File: src/rtl/vlsu_pkg.sv
package vlsu_pkg;

    typedef enum logic [2:0] {
        OP_NONE    = 3'd0,
        OP_LD_FULL = 3'd1,
        OP_ST_FULL = 3'd2,
        OP_LD_REPL = 3'd3,
        OP_ST_ELEM = 3'd4
    } op_e;

    typedef enum logic [1:0] {
        SZ_B = 2'd0,
        SZ_H = 2'd1,
        SZ_W = 2'd2,
        SZ_D = 2'd3
    } esize_e;

    typedef enum logic [1:0] {
        ST_IDLE = 2'd0,
        ST_REQ  = 2'd1,
        ST_WAIT = 2'd2,
        ST_WB   = 2'd3
    } fsm_e;

    localparam int unsigned OFF_W = 16;

    typedef struct packed {
        op_e              op;
        esize_e           sz;
        logic             indexed;
        logic [OFF_W-1:0] offset;
        logic [3:0]       elem;
        logic [4:0]       rj;
        logic [4:0]       rk;
        logic [4:0]       vd;
        logic             legal;
    } dec_s;

endpackage

File: src/rtl/vlsu_decode.sv
module vlsu_decode
    import vlsu_pkg::*;
(
    input  logic [31:0] instr_i,
    output dec_s        dec_o
);

    logic [OFF_W-1:0] off12, off11s1, off10s2, off9s3, off8;

    always_comb begin
        off12   = {{4{instr_i[21]}}, instr_i[21:10]};
        off11s1 = {{5{instr_i[20]}}, instr_i[20:10]} << 1;
        off10s2 = {{6{instr_i[19]}}, instr_i[19:10]} << 2;
        off9s3  = {{7{instr_i[18]}}, instr_i[18:10]} << 3;
        off8    = {{8{instr_i[17]}}, instr_i[17:10]};
    end

    always_comb begin
        dec_o    = '0;
        dec_o.rj = instr_i[9:5];
        dec_o.rk = instr_i[14:10];
        dec_o.vd = instr_i[4:0];
        if (instr_i[31:22] == 10'b0010110000) begin
            dec_o.op     = OP_LD_FULL;
            dec_o.offset = off12;
        end else if (instr_i[31:22] == 10'b0010110001) begin
            dec_o.op     = OP_ST_FULL;
            dec_o.offset = off12;
        end else if (instr_i[31:15] == 17'b00111000010000000) begin
            dec_o.op      = OP_LD_FULL;
            dec_o.indexed = 1'b1;
        end else if (instr_i[31:15] == 17'b00111000010001000) begin
            dec_o.op      = OP_ST_FULL;
            dec_o.indexed = 1'b1;
        end else if (instr_i[31:19] == 13'b0011000000010) begin
            dec_o.op     = OP_LD_REPL;
            dec_o.sz     = SZ_D;
            dec_o.offset = off9s3;
        end else if (instr_i[31:20] == 12'b001100000010) begin
            dec_o.op     = OP_LD_REPL;
            dec_o.sz     = SZ_W;
            dec_o.offset = off10s2;
        end else if (instr_i[31:21] == 11'b00110000010) begin
            dec_o.op     = OP_LD_REPL;
            dec_o.sz     = SZ_H;
            dec_o.offset = off11s1;
        end else if (instr_i[31:22] == 10'b0011000010) begin
            dec_o.op     = OP_LD_REPL;
            dec_o.sz     = SZ_B;
            dec_o.offset = off12;
        end else if (instr_i[31:19] == 13'b0011000100010) begin
            dec_o.op     = OP_ST_ELEM;
            dec_o.sz     = SZ_D;
            dec_o.elem   = {3'b000, instr_i[18]};
            dec_o.offset = off8 << 3;
        end else if (instr_i[31:20] == 12'b001100010010) begin
            dec_o.op     = OP_ST_ELEM;
            dec_o.sz     = SZ_W;
            dec_o.elem   = {2'b00, instr_i[19:18]};
            dec_o.offset = off8 << 2;
        end else if (instr_i[31:21] == 11'b00110001010) begin
            dec_o.op     = OP_ST_ELEM;
            dec_o.sz     = SZ_H;
            dec_o.elem   = {1'b0, instr_i[20:18]};
            dec_o.offset = off8 << 1;
        end else if (instr_i[31:22] == 10'b0011000110) begin
            dec_o.op     = OP_ST_ELEM;
            dec_o.sz     = SZ_B;
            dec_o.elem   = instr_i[21:18];
            dec_o.offset = off8;
        end
        dec_o.legal = (dec_o.op != OP_NONE);
    end

endmodule

File: src/rtl/vlsu_agen.sv
module vlsu_agen #(
    parameter int unsigned XLEN  = 64,
    parameter int unsigned OFF_W = 16
) (
    input  logic [XLEN-1:0]  base_i,
    input  logic [XLEN-1:0]  index_i,
    input  logic [OFF_W-1:0] off_i,
    input  logic             indexed_i,
    output logic [XLEN-1:0]  addr_o
);

    localparam int unsigned EXT_W = XLEN - OFF_W;

    logic [XLEN-1:0] off_x;

    always_comb begin
        off_x  = {{EXT_W{off_i[OFF_W-1]}}, off_i};
        addr_o = base_i + (indexed_i ? index_i : off_x);
    end

endmodule

File: src/rtl/vlsu_stpack.sv
module vlsu_stpack
    import vlsu_pkg::*;
#(
    parameter int unsigned VLEN = 128
) (
    input  op_e               op_i,
    input  esize_e            sz_i,
    input  logic [3:0]        elem_i,
    input  logic [VLEN-1:0]   vreg_i,
    output logic [VLEN-1:0]   wdata_o,
    output logic [VLEN/8-1:0] strb_o
);

    localparam int unsigned NB     = VLEN / 8;
    localparam int unsigned BOFF_W = $clog2(NB);

    logic [BOFF_W-1:0] boff;
    logic [VLEN-1:0]   shifted;
    logic              whole;

    always_comb begin
        boff    = BOFF_W'(elem_i) << sz_i;
        shifted = vreg_i >> {boff, 3'b000};
        whole   = (op_i == OP_LD_FULL) || (op_i == OP_ST_FULL);
    end

    for (genvar g = 0; g < NB; g++) begin : g_lane
        logic in_elem;
        assign in_elem   = (unsigned'(g) < (32'd1 << sz_i));
        assign strb_o[g] = whole || in_elem;
        assign wdata_o[8*g +: 8] = !strb_o[g] ? 8'h00 :
                                   whole      ? vreg_i[8*g +: 8] : shifted[8*g +: 8];
    end

endmodule

File: src/rtl/vlsu_repl.sv
module vlsu_repl
    import vlsu_pkg::*;
#(
    parameter int unsigned VLEN = 128
) (
    input  esize_e          sz_i,
    input  logic [VLEN-1:0] rsp_i,
    output logic [VLEN-1:0] repl_o
);

    localparam int unsigned NB     = VLEN / 8;
    localparam int unsigned BOFF_W = $clog2(NB);

    logic [BOFF_W-1:0] lane_mask;

    assign lane_mask = BOFF_W'((32'd1 << sz_i) - 32'd1);

    for (genvar g = 0; g < NB; g++) begin : g_lane
        logic [BOFF_W-1:0] src;
        assign src = BOFF_W'(g) & lane_mask;
        assign repl_o[8*g +: 8] = rsp_i[{src, 3'b000} +: 8];
    end

endmodule

File: src/rtl/vec_ldst_unit.sv
module vec_ldst_unit
    import vlsu_pkg::*;
#(
    parameter int unsigned XLEN = 64,
    parameter int unsigned VLEN = 128
) (
    input  logic               clk,
    input  logic               rst_n,
    input  logic               instr_valid_i,
    output logic               instr_ready_o,
    input  logic [31:0]        instr_i,
    output logic [4:0]         gpr_rj_idx_o,
    output logic [4:0]         gpr_rk_idx_o,
    input  logic [XLEN-1:0]    gpr_rj_data_i,
    input  logic [XLEN-1:0]    gpr_rk_data_i,
    output logic [4:0]         vrf_rd_idx_o,
    input  logic [VLEN-1:0]    vrf_rd_data_i,
    output logic               vrf_we_o,
    output logic [4:0]         vrf_wr_idx_o,
    output logic [VLEN-1:0]    vrf_wr_data_o,
    output logic               mem_req_valid_o,
    input  logic               mem_req_ready_i,
    output logic               mem_req_write_o,
    output logic [XLEN-1:0]    mem_req_addr_o,
    output logic [VLEN-1:0]    mem_req_wdata_o,
    output logic [VLEN/8-1:0]  mem_req_strb_o,
    input  logic               mem_rsp_valid_i,
    input  logic [VLEN-1:0]    mem_rsp_data_i,
    output logic               illegal_o
);

    localparam int unsigned NB = VLEN / 8;

    typedef struct packed {
        fsm_e            state;
        logic            illegal;
        logic            wr;
        logic [XLEN-1:0] addr;
        logic [VLEN-1:0] wdata;
        logic [NB-1:0]   strb;
        logic [4:0]      vd;
        logic            repl;
        esize_e          sz;
        logic            we;
        logic [VLEN-1:0] wd;
    } regs_s;

    regs_s q, d;
    dec_s  dec;

    logic [XLEN-1:0] ea;
    logic [VLEN-1:0] st_wdata;
    logic [NB-1:0]   st_strb;
    logic [VLEN-1:0] repl_data;
    logic            is_store;

    vlsu_decode u_dec (
        .instr_i (instr_i),
        .dec_o   (dec)
    );

    vlsu_agen #(.XLEN(XLEN), .OFF_W(OFF_W)) u_agen (
        .base_i    (gpr_rj_data_i),
        .index_i   (gpr_rk_data_i),
        .off_i     (dec.offset),
        .indexed_i (dec.indexed),
        .addr_o    (ea)
    );

    vlsu_stpack #(.VLEN(VLEN)) u_stpack (
        .op_i    (dec.op),
        .sz_i    (dec.sz),
        .elem_i  (dec.elem),
        .vreg_i  (vrf_rd_data_i),
        .wdata_o (st_wdata),
        .strb_o  (st_strb)
    );

    vlsu_repl #(.VLEN(VLEN)) u_repl (
        .sz_i   (q.sz),
        .rsp_i  (mem_rsp_data_i),
        .repl_o (repl_data)
    );

    assign is_store = (dec.op == OP_ST_FULL) || (dec.op == OP_ST_ELEM);

    always_comb begin
        d         = q;
        d.illegal = 1'b0;
        d.we      = 1'b0;
        unique case (q.state)
            ST_IDLE: begin
                if (instr_valid_i) begin
                    if (!dec.legal) begin
                        d.illegal = 1'b1;
                    end else begin
                        d.state = ST_REQ;
                        d.wr    = is_store;
                        d.addr  = ea;
                        d.wdata = is_store ? st_wdata : '0;
                        d.strb  = st_strb;
                        d.vd    = dec.vd;
                        d.repl  = (dec.op == OP_LD_REPL);
                        d.sz    = dec.sz;
                    end
                end
            end
            ST_REQ: begin
                if (mem_req_ready_i) begin
                    d.state = q.wr ? ST_IDLE : ST_WAIT;
                end
            end
            ST_WAIT: begin
                if (mem_rsp_valid_i) begin
                    d.state = ST_WB;
                    d.we    = 1'b1;
                    d.wd    = q.repl ? repl_data : mem_rsp_data_i;
                end
            end
            ST_WB: begin
                d.state = ST_IDLE;
            end
            default: d.state = ST_IDLE;
        endcase
    end

    always_ff @(posedge clk) begin
        if (!rst_n) begin
            q <= '0;
        end else begin
            q <= d;
        end
    end

    assign instr_ready_o   = (q.state == ST_IDLE);
    assign gpr_rj_idx_o    = dec.rj;
    assign gpr_rk_idx_o    = dec.rk;
    assign vrf_rd_idx_o    = dec.vd;
    assign vrf_we_o        = q.we;
    assign vrf_wr_idx_o    = q.vd;
    assign vrf_wr_data_o   = q.wd;
    assign mem_req_valid_o = (q.state == ST_REQ);
    assign mem_req_write_o = q.wr;
    assign mem_req_addr_o  = q.addr;
    assign mem_req_wdata_o = q.wdata;
    assign mem_req_strb_o  = q.strb;
    assign illegal_o       = q.illegal;

    // a stalled request keeps every field
    a_r7_req_hold: assert property (@(posedge clk) disable iff (!rst_n)
        mem_req_valid_o && !mem_req_ready_i |=>
            mem_req_valid_o && $stable(mem_req_addr_o) && $stable(mem_req_wdata_o) &&
            $stable(mem_req_strb_o) && $stable(mem_req_write_o));

    // no acceptance while a request is outstanding
    a_r7_busy: assert property (@(posedge clk) disable iff (!rst_n)
        mem_req_valid_o |-> !instr_ready_o);

    // the illegal flag comes with no side effect
    a_r6_illegal_quiet: assert property (@(posedge clk) disable iff (!rst_n)
        illegal_o |-> !mem_req_valid_o && !vrf_we_o);

    // an unrecognised word accepted while idle raises the flag next cycle
    a_r6_illegal_raise: assert property (@(posedge clk) disable iff (!rst_n)
        instr_valid_i && instr_ready_o && !dec.legal |=> illegal_o);

    // a vector write follows a memory response
    a_r9_we_after_rsp: assert property (@(posedge clk) disable iff (!rst_n)
        vrf_we_o |-> $past(mem_rsp_valid_i));

    // strobes cover a power-of-two byte count
    a_r4_strb_shape: assert property (@(posedge clk) disable iff (!rst_n)
        mem_req_valid_o |-> ($countones(mem_req_strb_o) inside {1, 2, 4, 8, 16}));

endmodule

File: config.mk
export PLATFORM = sky130hd
export DESIGN_NAME = vec_ldst_unit
export DESIGN_NICKNAME = d
export VERILOG_FILES = /design/src/rtl/vlsu_pkg.sv /design/src/rtl/vlsu_decode.sv /design/src/rtl/vlsu_agen.sv /design/src/rtl/vlsu_stpack.sv /design/src/rtl/vlsu_repl.sv /design/src/rtl/vec_ldst_unit.sv
export SDC_FILE = /design/constraint.sdc
export NUM_CORES = 1
export LEC_CHECK = 0
export BUFFER_PORTS_ARGS = -buffer_cell sky130_fd_sc_hd__buf_2
export CORE_AREA = 2 2 305 307
export DETAILED_ROUTE_END_ITERATION = 6
export DIE_AREA = 0 0 307 309
export GPL_ROUTABILITY_DRIVEN = 0
export GPL_TIMING_DRIVEN = 0
export PLACE_DENSITY = 0.52
export SLEW_MARGIN = 20
export SYNTH_ARGS = -nofsm -noshare
export SYNTH_HDL_FRONTEND = slang
export SYNTH_SLANG_ARGS = --single-unit
File: constraint.sdc
create_clock -name clk -period 15.5 [get_ports clk]
set_input_delay 3.1 -clock clk [delete_from_list [all_inputs] [get_ports clk]]
set_output_delay 3.1 -clock clk [all_outputs]
set_load 0.005 [all_outputs]
Yosys cells after proc, flatten, opt, wreduce, memory -nomap -nowiden
Cells that the tools add are included.
- bits in registers: 349
- output and inout port bits: 361
- logic and storage cells: 176
- bits of input ports: 421
- muxes and demuxes: 80
- reduce and logical (&&, ||, !) cells: 25
- eq/ne operators: 23
- $add $sub $neg: 2
- shift-type cells: 19
- magnitude comparators: 16
- operators with widths (kind ; count):
    128-bit by 8-bit indexed part select with 8-bit output ; 8
    128-bit by 7-bit indexed part select with 8-bit output ; 4
    4-bit by 32-bit less-than comparator with 1-bit output (first input constant) ; 8
    128-bit 2-to-1 mux ; 2
    8-bit 2-to-1 mux ; 32
    128-bit by 6-bit indexed part select with 8-bit output ; 2
    220-bit 2-to-1 mux ; 1
    217-bit 2-to-1 mux ; 1
    129-bit 2-to-1 mux ; 1
    3-bit by 32-bit less-than comparator with 1-bit output (first input constant) ; 4
    128-bit by 5-bit indexed part select with 8-bit output ; 1
    128-bit by 7-bit right shift with 128-bit output ; 1
    20-bit 2-to-1 mux ; 6
    16-bit 2-to-1 mux ; 6
    64-bit adder ; 1
    1-bit by 32-bit less-than comparator with 1-bit output (first input constant) ; 2
    2-bit by 32-bit less-than comparator with 1-bit output (first input constant) ; 2
    64-bit 2-to-1 mux ; 1
    10-bit by 8-bit equality test with 1-bit output (second input constant) ; 4
    5-bit 2-to-1 mux ; 8
    17-bit by 15-bit equality test with 1-bit output (second input constant) ; 2
    1-bit by 2-bit << shifter with 32-bit output (first input constant) ; 1
    13-bit by 11-bit equality test with 1-bit output (second input constant) ; 2
    12-bit by 10-bit equality test with 1-bit output (second input constant) ; 2
    other kinds (22) ; 63

Depth between registers and ports, before layout
- depth after elaboration: 21
- mapped depth: 22

Modules after synthesis
From an unflattened synthesis, not the netlist that was laid out.
- cells, all modules: 3842
- area, all modules: 29992.5 µm²
- modules (own cells, without submodules) (module ; times used ; cells each ; area each (µm²)):
    vec_ldst_unit ; 1 ; 1898 ; 16679.7
    vlsu_stpack ; 1 ; 858 ; 5615.4
    vlsu_agen ; 1 ; 691 ; 4370.4
    vlsu_repl ; 1 ; 197 ; 1991.9
    vlsu_decode ; 1 ; 198 ; 1335.0

Worst setup path before layout
Ideal clock, no wire load.
- path kind: input to register
- start point: input port instr_i[20]
- end point: register q (netlist bit mem_req_addr_o[55])
- cell stages on the path: 19
- arrival: 7726 ps
- path buffers: 2
- library setup time: 62 ps
- slack: 7712 ps
- cells stage by stage: buf_2 or4_1 nor4_2 o21a_1 buf_1 nor4_1 a222oi_1 a21oi_1 ha_1 o211ai_1 o211ai_1 nand4_1 and2_1 o31ai_1 a31oi_1 o41ai_1 a31oi_1 or4b_1 nand3_1
- word-level cells in the longest chain between the ends: 13
- elaborated cells between the ends (all ways): 34
- ends and longest elaborated chain (element ; line ; text):
    from (decl) ; vec_ldst_unit.sv:11 ; input logic [31:0] instr_i,
    12-bit by 10-bit equality test with 1-bit output ; vlsu_decode.sv:56 ; end else if (instr_i[31:20] == 12'b001100010010) begin
    20-bit 2-to-1 mux or 5-bit 2-to-1 mux (tied branches) ; vlsu_decode.sv:56 ;
    20-bit 2-to-1 mux or 5-bit 2-to-1 mux (tied branches) ; vlsu_decode.sv:51 ; end else if (instr_i[31:19] == 13'b0011000100010) begin
    16-bit 2-to-1 mux or 5-bit 2-to-1 mux (tied branches) ; vlsu_decode.sv:47 ; end else if (instr_i[31:22] == 10'b0011000010) begin
    16-bit 2-to-1 mux or 5-bit 2-to-1 mux (tied branches) ; vlsu_decode.sv:43 ; end else if (instr_i[31:21] == 11'b00110000010) begin
    16-bit 2-to-1 mux or 5-bit 2-to-1 mux (tied branches) ; vlsu_decode.sv:39 ; end else if (instr_i[31:20] == 12'b001100000010) begin
    16-bit 2-to-1 mux or 5-bit 2-to-1 mux (tied branches) ; vlsu_decode.sv:35 ; end else if (instr_i[31:19] == 13'b0011000000010) begin
    20-bit 2-to-1 mux or 3-bit 2-to-1 mux (tied branches) ; vlsu_decode.sv:32 ; end else if (instr_i[31:15] == 17'b00111000010001000) begin
    20-bit 2-to-1 mux or 3-bit 2-to-1 mux (tied branches) ; vlsu_decode.sv:29 ; end else if (instr_i[31:15] == 17'b00111000010000000) begin
    16-bit 2-to-1 mux or 3-bit 2-to-1 mux (tied branches) ; vlsu_decode.sv:26 ; end else if (instr_i[31:22] == 10'b0010110001) begin
    16-bit 2-to-1 mux or 3-bit 2-to-1 mux (tied branches) ; vlsu_decode.sv:23 ; if (instr_i[31:22] == 10'b0010110000) begin
    64-bit 2-to-1 mux or 3-bit nonzero test (tied branches) ; vlsu_agen.sv:18, vlsu_decode.sv:72 ;
    64-bit adder or 3-bit AND reduction (tied branches) ; - ;
    to (signal assigned) ; vec_ldst_unit.sv:129 ; q <= '0;
    to (signal assigned) ; vec_ldst_unit.sv:131 ; q <= d;
    to (decl) ; vec_ldst_unit.sv:48 ; regs_s q, d;
Several ways; a longest one is shown, not always the timed one.
A chain may end at the register's enable or synchronous reset.

Worst setup path in the final report
- start point: input port instr_i[23]
- end point: register q (netlist bit mem_req_addr_o[60])
- word-level cells in the longest chain between the ends: 15
- elaborated cells between the ends (all ways): 44
- ends and longest elaborated chain (element ; line ; text):
    10-bit by 8-bit equality test with 1-bit output ; vlsu_decode.sv:66 ; end else if (instr_i[31:22] == 10'b0011000110) begin
    20-bit 2-to-1 mux or 5-bit 2-to-1 mux (tied branches) ; vlsu_decode.sv:66 ;
    20-bit 2-to-1 mux or 5-bit 2-to-1 mux (tied branches) ; vlsu_decode.sv:61 ; end else if (instr_i[31:21] == 11'b00110001010) begin
    20-bit 2-to-1 mux or 5-bit 2-to-1 mux (tied branches) ; vlsu_decode.sv:56 ;
    20-bit 2-to-1 mux or 5-bit 2-to-1 mux (tied branches) ; vlsu_decode.sv:51 ;
    16-bit 2-to-1 mux or 5-bit 2-to-1 mux (tied branches) ; vlsu_decode.sv:47 ;
    16-bit 2-to-1 mux or 5-bit 2-to-1 mux (tied branches) ; vlsu_decode.sv:43 ;
    16-bit 2-to-1 mux or 5-bit 2-to-1 mux (tied branches) ; vlsu_decode.sv:39 ;
    16-bit 2-to-1 mux or 5-bit 2-to-1 mux (tied branches) ; vlsu_decode.sv:35 ;
    20-bit 2-to-1 mux or 3-bit 2-to-1 mux (tied branches) ; vlsu_decode.sv:32 ;
    20-bit 2-to-1 mux or 3-bit 2-to-1 mux (tied branches) ; vlsu_decode.sv:29 ;
    16-bit 2-to-1 mux or 3-bit 2-to-1 mux (tied branches) ; vlsu_decode.sv:26 ;
    16-bit 2-to-1 mux or 3-bit 2-to-1 mux (tied branches) ; vlsu_decode.sv:23 ;
    64-bit 2-to-1 mux or 3-bit nonzero test (tied branches) ; vlsu_agen.sv:18, vlsu_decode.sv:72 ;
    64-bit adder or 3-bit AND reduction (tied branches) ; - ;
Several ways; a longest one is shown, not always the timed one.

==> flow_summary.yaml <==
yosys:
  yosys_warnings: 0
  synth_edf_count: 0
  syn-instance-count: 3278
  synth-main-ff-cell: "dfxtp_1"
  ys_types: 86
  syn_avg_cell_area_um2: 7.67
  syn-num-nets: 3763
  seq_area_frac_synth_pct: 27.4
  async_flop_share_pct: 0
  ys_seq_elements: 344
  synth_area_um2: 25100
timing:
  rsz0062_at_grt: "false"
  hold_viol: 0
  fin_setup_tns_ns: 0
  postLayoutSetupSlackWorst_ns: 6.29
  worst_pin_slew_ns: 1.29
  slew_violations: 0
  clock_skew_ns: 0.0207
  max-slew-margin-rel_pct: 14.3
  period_share_pct: 59.4
  max_freq_mhz: 109
  setup_viol: 0
  period_needed_ns: 9.21
grt:
  grt_pass1_vias: 26870
  grt_pass1_wl_mm: 196
  track_usage_pct: 28.6
  gr-total-overflow: 0
  antenna_found_initial: 32
  grt_max_degree: 13
worst_setup_path:
  crit_path_start_kind: "input pin"
  worstSetupPathType: "input pin to flip-flop"
  cp.required_ns: 15.94
  cp_max_fo: 10
  crit_path_end_kind: "flip-flop"
  worst_ep_arrival_time_ns: 9.65
run:
  cap_violations: 0
detailed_routing:
  wl_met3_mm: 14.2
  drt_pre_antenna_iters: 7
  vias_per_cell: 5.37
  dr_wl_met2_mm: 62.2
  dr_total_vias: 28641
  postRouteAntennaNets: 0
  drt-met1-wl_mm: 58.1
  drc: 1
  drt-initial-drc-count: 3074
  wire_per_inst_um: 26.9
  dr.max_layer_used: "met5"
  wl_mm: 143
power_and_ir_drop:
  p_comb_share_pct: 11.1
  cellPowerDensity_nw_per_um2: 72.2
  power.switching_uw: 633
  power.total_mw: 2.32
  p_sw_share_pct: 27.2
  peakVddDrop_v: 0.0000839
  p_leak_nw: 16.1
  power_frac_seq_pct: 38.1
  p_clk_share_pct: 50.8
  internal-power_mw: 1.69
cells_and_area:
  area_delta_synth_final_pct: 28.0
  layout_commonest_cell: "buf_2"
  final_core_util_pct: 35.2
  fillCellCount: 10064
  drive_gt1_share_pct: 31.4
  final_area_um2: 32200
  nets: 4586
  final_cell_mix: "buf_2, nand2_1, buf_4, dfxtp_1, o21ai_0"
clock_network:
  post_cts_resize_count: 0
  tritoncts: "yes"
  root_buffer: "clkbuf_16"
  htree_levels: 2
  clkTransAtPathRegs_ns: 0.06
  clock_sinks: 344
  insertion_delay_ns: 0.61
  cts_buffer_depth: 3
  post_cts_buffers: 0
  cts_hold_buf: 0
  cts_buffers: 46
placed_design:
  place_ws_ns: 5.71
  portBuffers: 774
  dp_hpwl_mm: 117
  post_dp_cell_area_um2: 30500
floorplanning:
  die-area_um2: 94900
  row_count: 111
  die_h_um: 309
  initial_core_util_pct: 27.5
  die_w_um: 307
  ios: 782
  fp.coreArea_um2: 91400
run_status:
  outcome: "complete, but fails checks"
  violations: "DRC"
min_path:
  hold_class: "flip-flop to flip-flop"
flip-flops by register name, indices dropped and copies added (netlist names), named ones only:
name	count
vrf_we_o	1
vrf_wr_idx_o	5
mem_req_strb_o	11
q	4
mem_req_wdata_o	128
illegal_o	1
vrf_wr_data_o	128
mem_req_write_o	1
mem_req_addr_o	64
Yosys cell counts (all sizes together), types with 6 or more instances:
library cell | n | share of area (%)
nand2 | 526 | 7.9
a221oi | 11 | 0.38
o211a | 23 | 0.92
mux2i | 182 | 7.2
and2 | 36 | 0.90
o21a | 62 | 1.9
ha | 63 | 3.1
a211oi | 19 | 0.57
dfxtp | 344 | 27
or3 | 9 | 0.22
xnor2 | 31 | 1.1
o211ai | 49 | 1.5
and3 | 37 | 0.92
buf | 427 | 12
a21boi | 84 | 2.5
a21oi | 210 | 4.2
o21ai | 258 | 5.1
a222oi | 13 | 0.52
or4 | 6 | 0.18
nor2b | 83 | 2.1
clkbuf | 164 | 2.4
xor2 | 22 | 0.77
o21bai | 12 | 0.36
o31ai | 10 | 0.32
a22oi | 77 | 2.3
a31oi | 24 | 0.60
a21o | 41 | 1.2
nor2 | 150 | 2.3
nand2b | 10 | 0.28
a311oi | 11 | 0.38
a31o | 8 | 0.28
a22o | 31 | 1.1
mux4 | 7 | 0.63
nand3 | 74 | 1.5
inv | 27 | 0.40
nor3 | 25 | 0.56
nand4 | 20 | 0.50
cell type report:
cell class,count,area (um^2),area share (%)
Timing Repair Buffer,775,3880,12.1
Multi-Input combinational cell,2316,14500,45.1
Antenna cell,15,37.5,0.117
Tap cell,1186,1480,4.61
Clock inverter,22,345,1.07
Sequential cell,344,6890,21.4
Buffer,591,3670,11.4
Inverter,27,101,0.315
Clock buffer,61,1280,3.97
metal layers:
layer,up-vias,global-route usage [%]
met5,-,0
met4,26,15.8
met3,412,8.09
met2,1696,44.4
met1,13524,35.6
li1,12983,-
path summary, 6_finish.rpt:
kind	from	cells after the start	slack [ns]	endpoint
max	instr_i[23]	19	6.29	mem_req_addr_o[60]
min	mem_req_wdata_o[37]	2	0.44	mem_req_wdata_o[37]
max reg2reg	flip-flop	10	12.01	mem_req_wdata_o[8]
min reg2reg	mem_req_wdata_o[37]	2	0.44	mem_req_wdata_o[37]
worst max-delay path, cell delays in order:
cell	delay (ns)
buf_2	0.14
nor4b_2	0.65
nand2_1	0.18
nor3_2	0.82
a221oi_1	0.21
nand3_1	0.53
clkbuf_1	0.45
o21a_1	0.28
ha_1	0.27
nand2_1	0.10
or3_1	0.36
or3_1	0.31
o211a_1	0.18
a211oi_1	0.65
o21ai_1	0.32
o31ai_2	0.54
a21oi_1	0.26
nand3_1	0.14
a41oi_1	0.11
logic make-up after synthesis:
kind of cell	count (synthesis)	share of synthesized area (%)
compound gates	995	26.0
xor+xnor	53	1.85
fa+ha+maj	64	3.21
buf+inv	618	15.0
flops	344	27.4
mux	192	8.00
simple gates	1012	18.6
power groups by stage:
stage          logic, mW  registers (mW)  clock network (mW)
6_report           0.259           0.886                1.18
5_1_grt            0.271           0.885                1.24
4_1_cts            0.251           0.886                1.20
3_5_place_dp       0.250           0.905                   0
3_3_place_gp       0.251           0.905                   0
2_1_floorplan      0.102           0.905                   0
per-stage QoR:
step                      hold WS [ns]  cells
after floorplan                  0.417   3278
final                            0.441   5337
after global routing             0.466   5334
after CTS                        0.446   5322
after global placement           0.431   5238
after detailed placement         0.438   5239
Power figures use the tool's default switching activity.
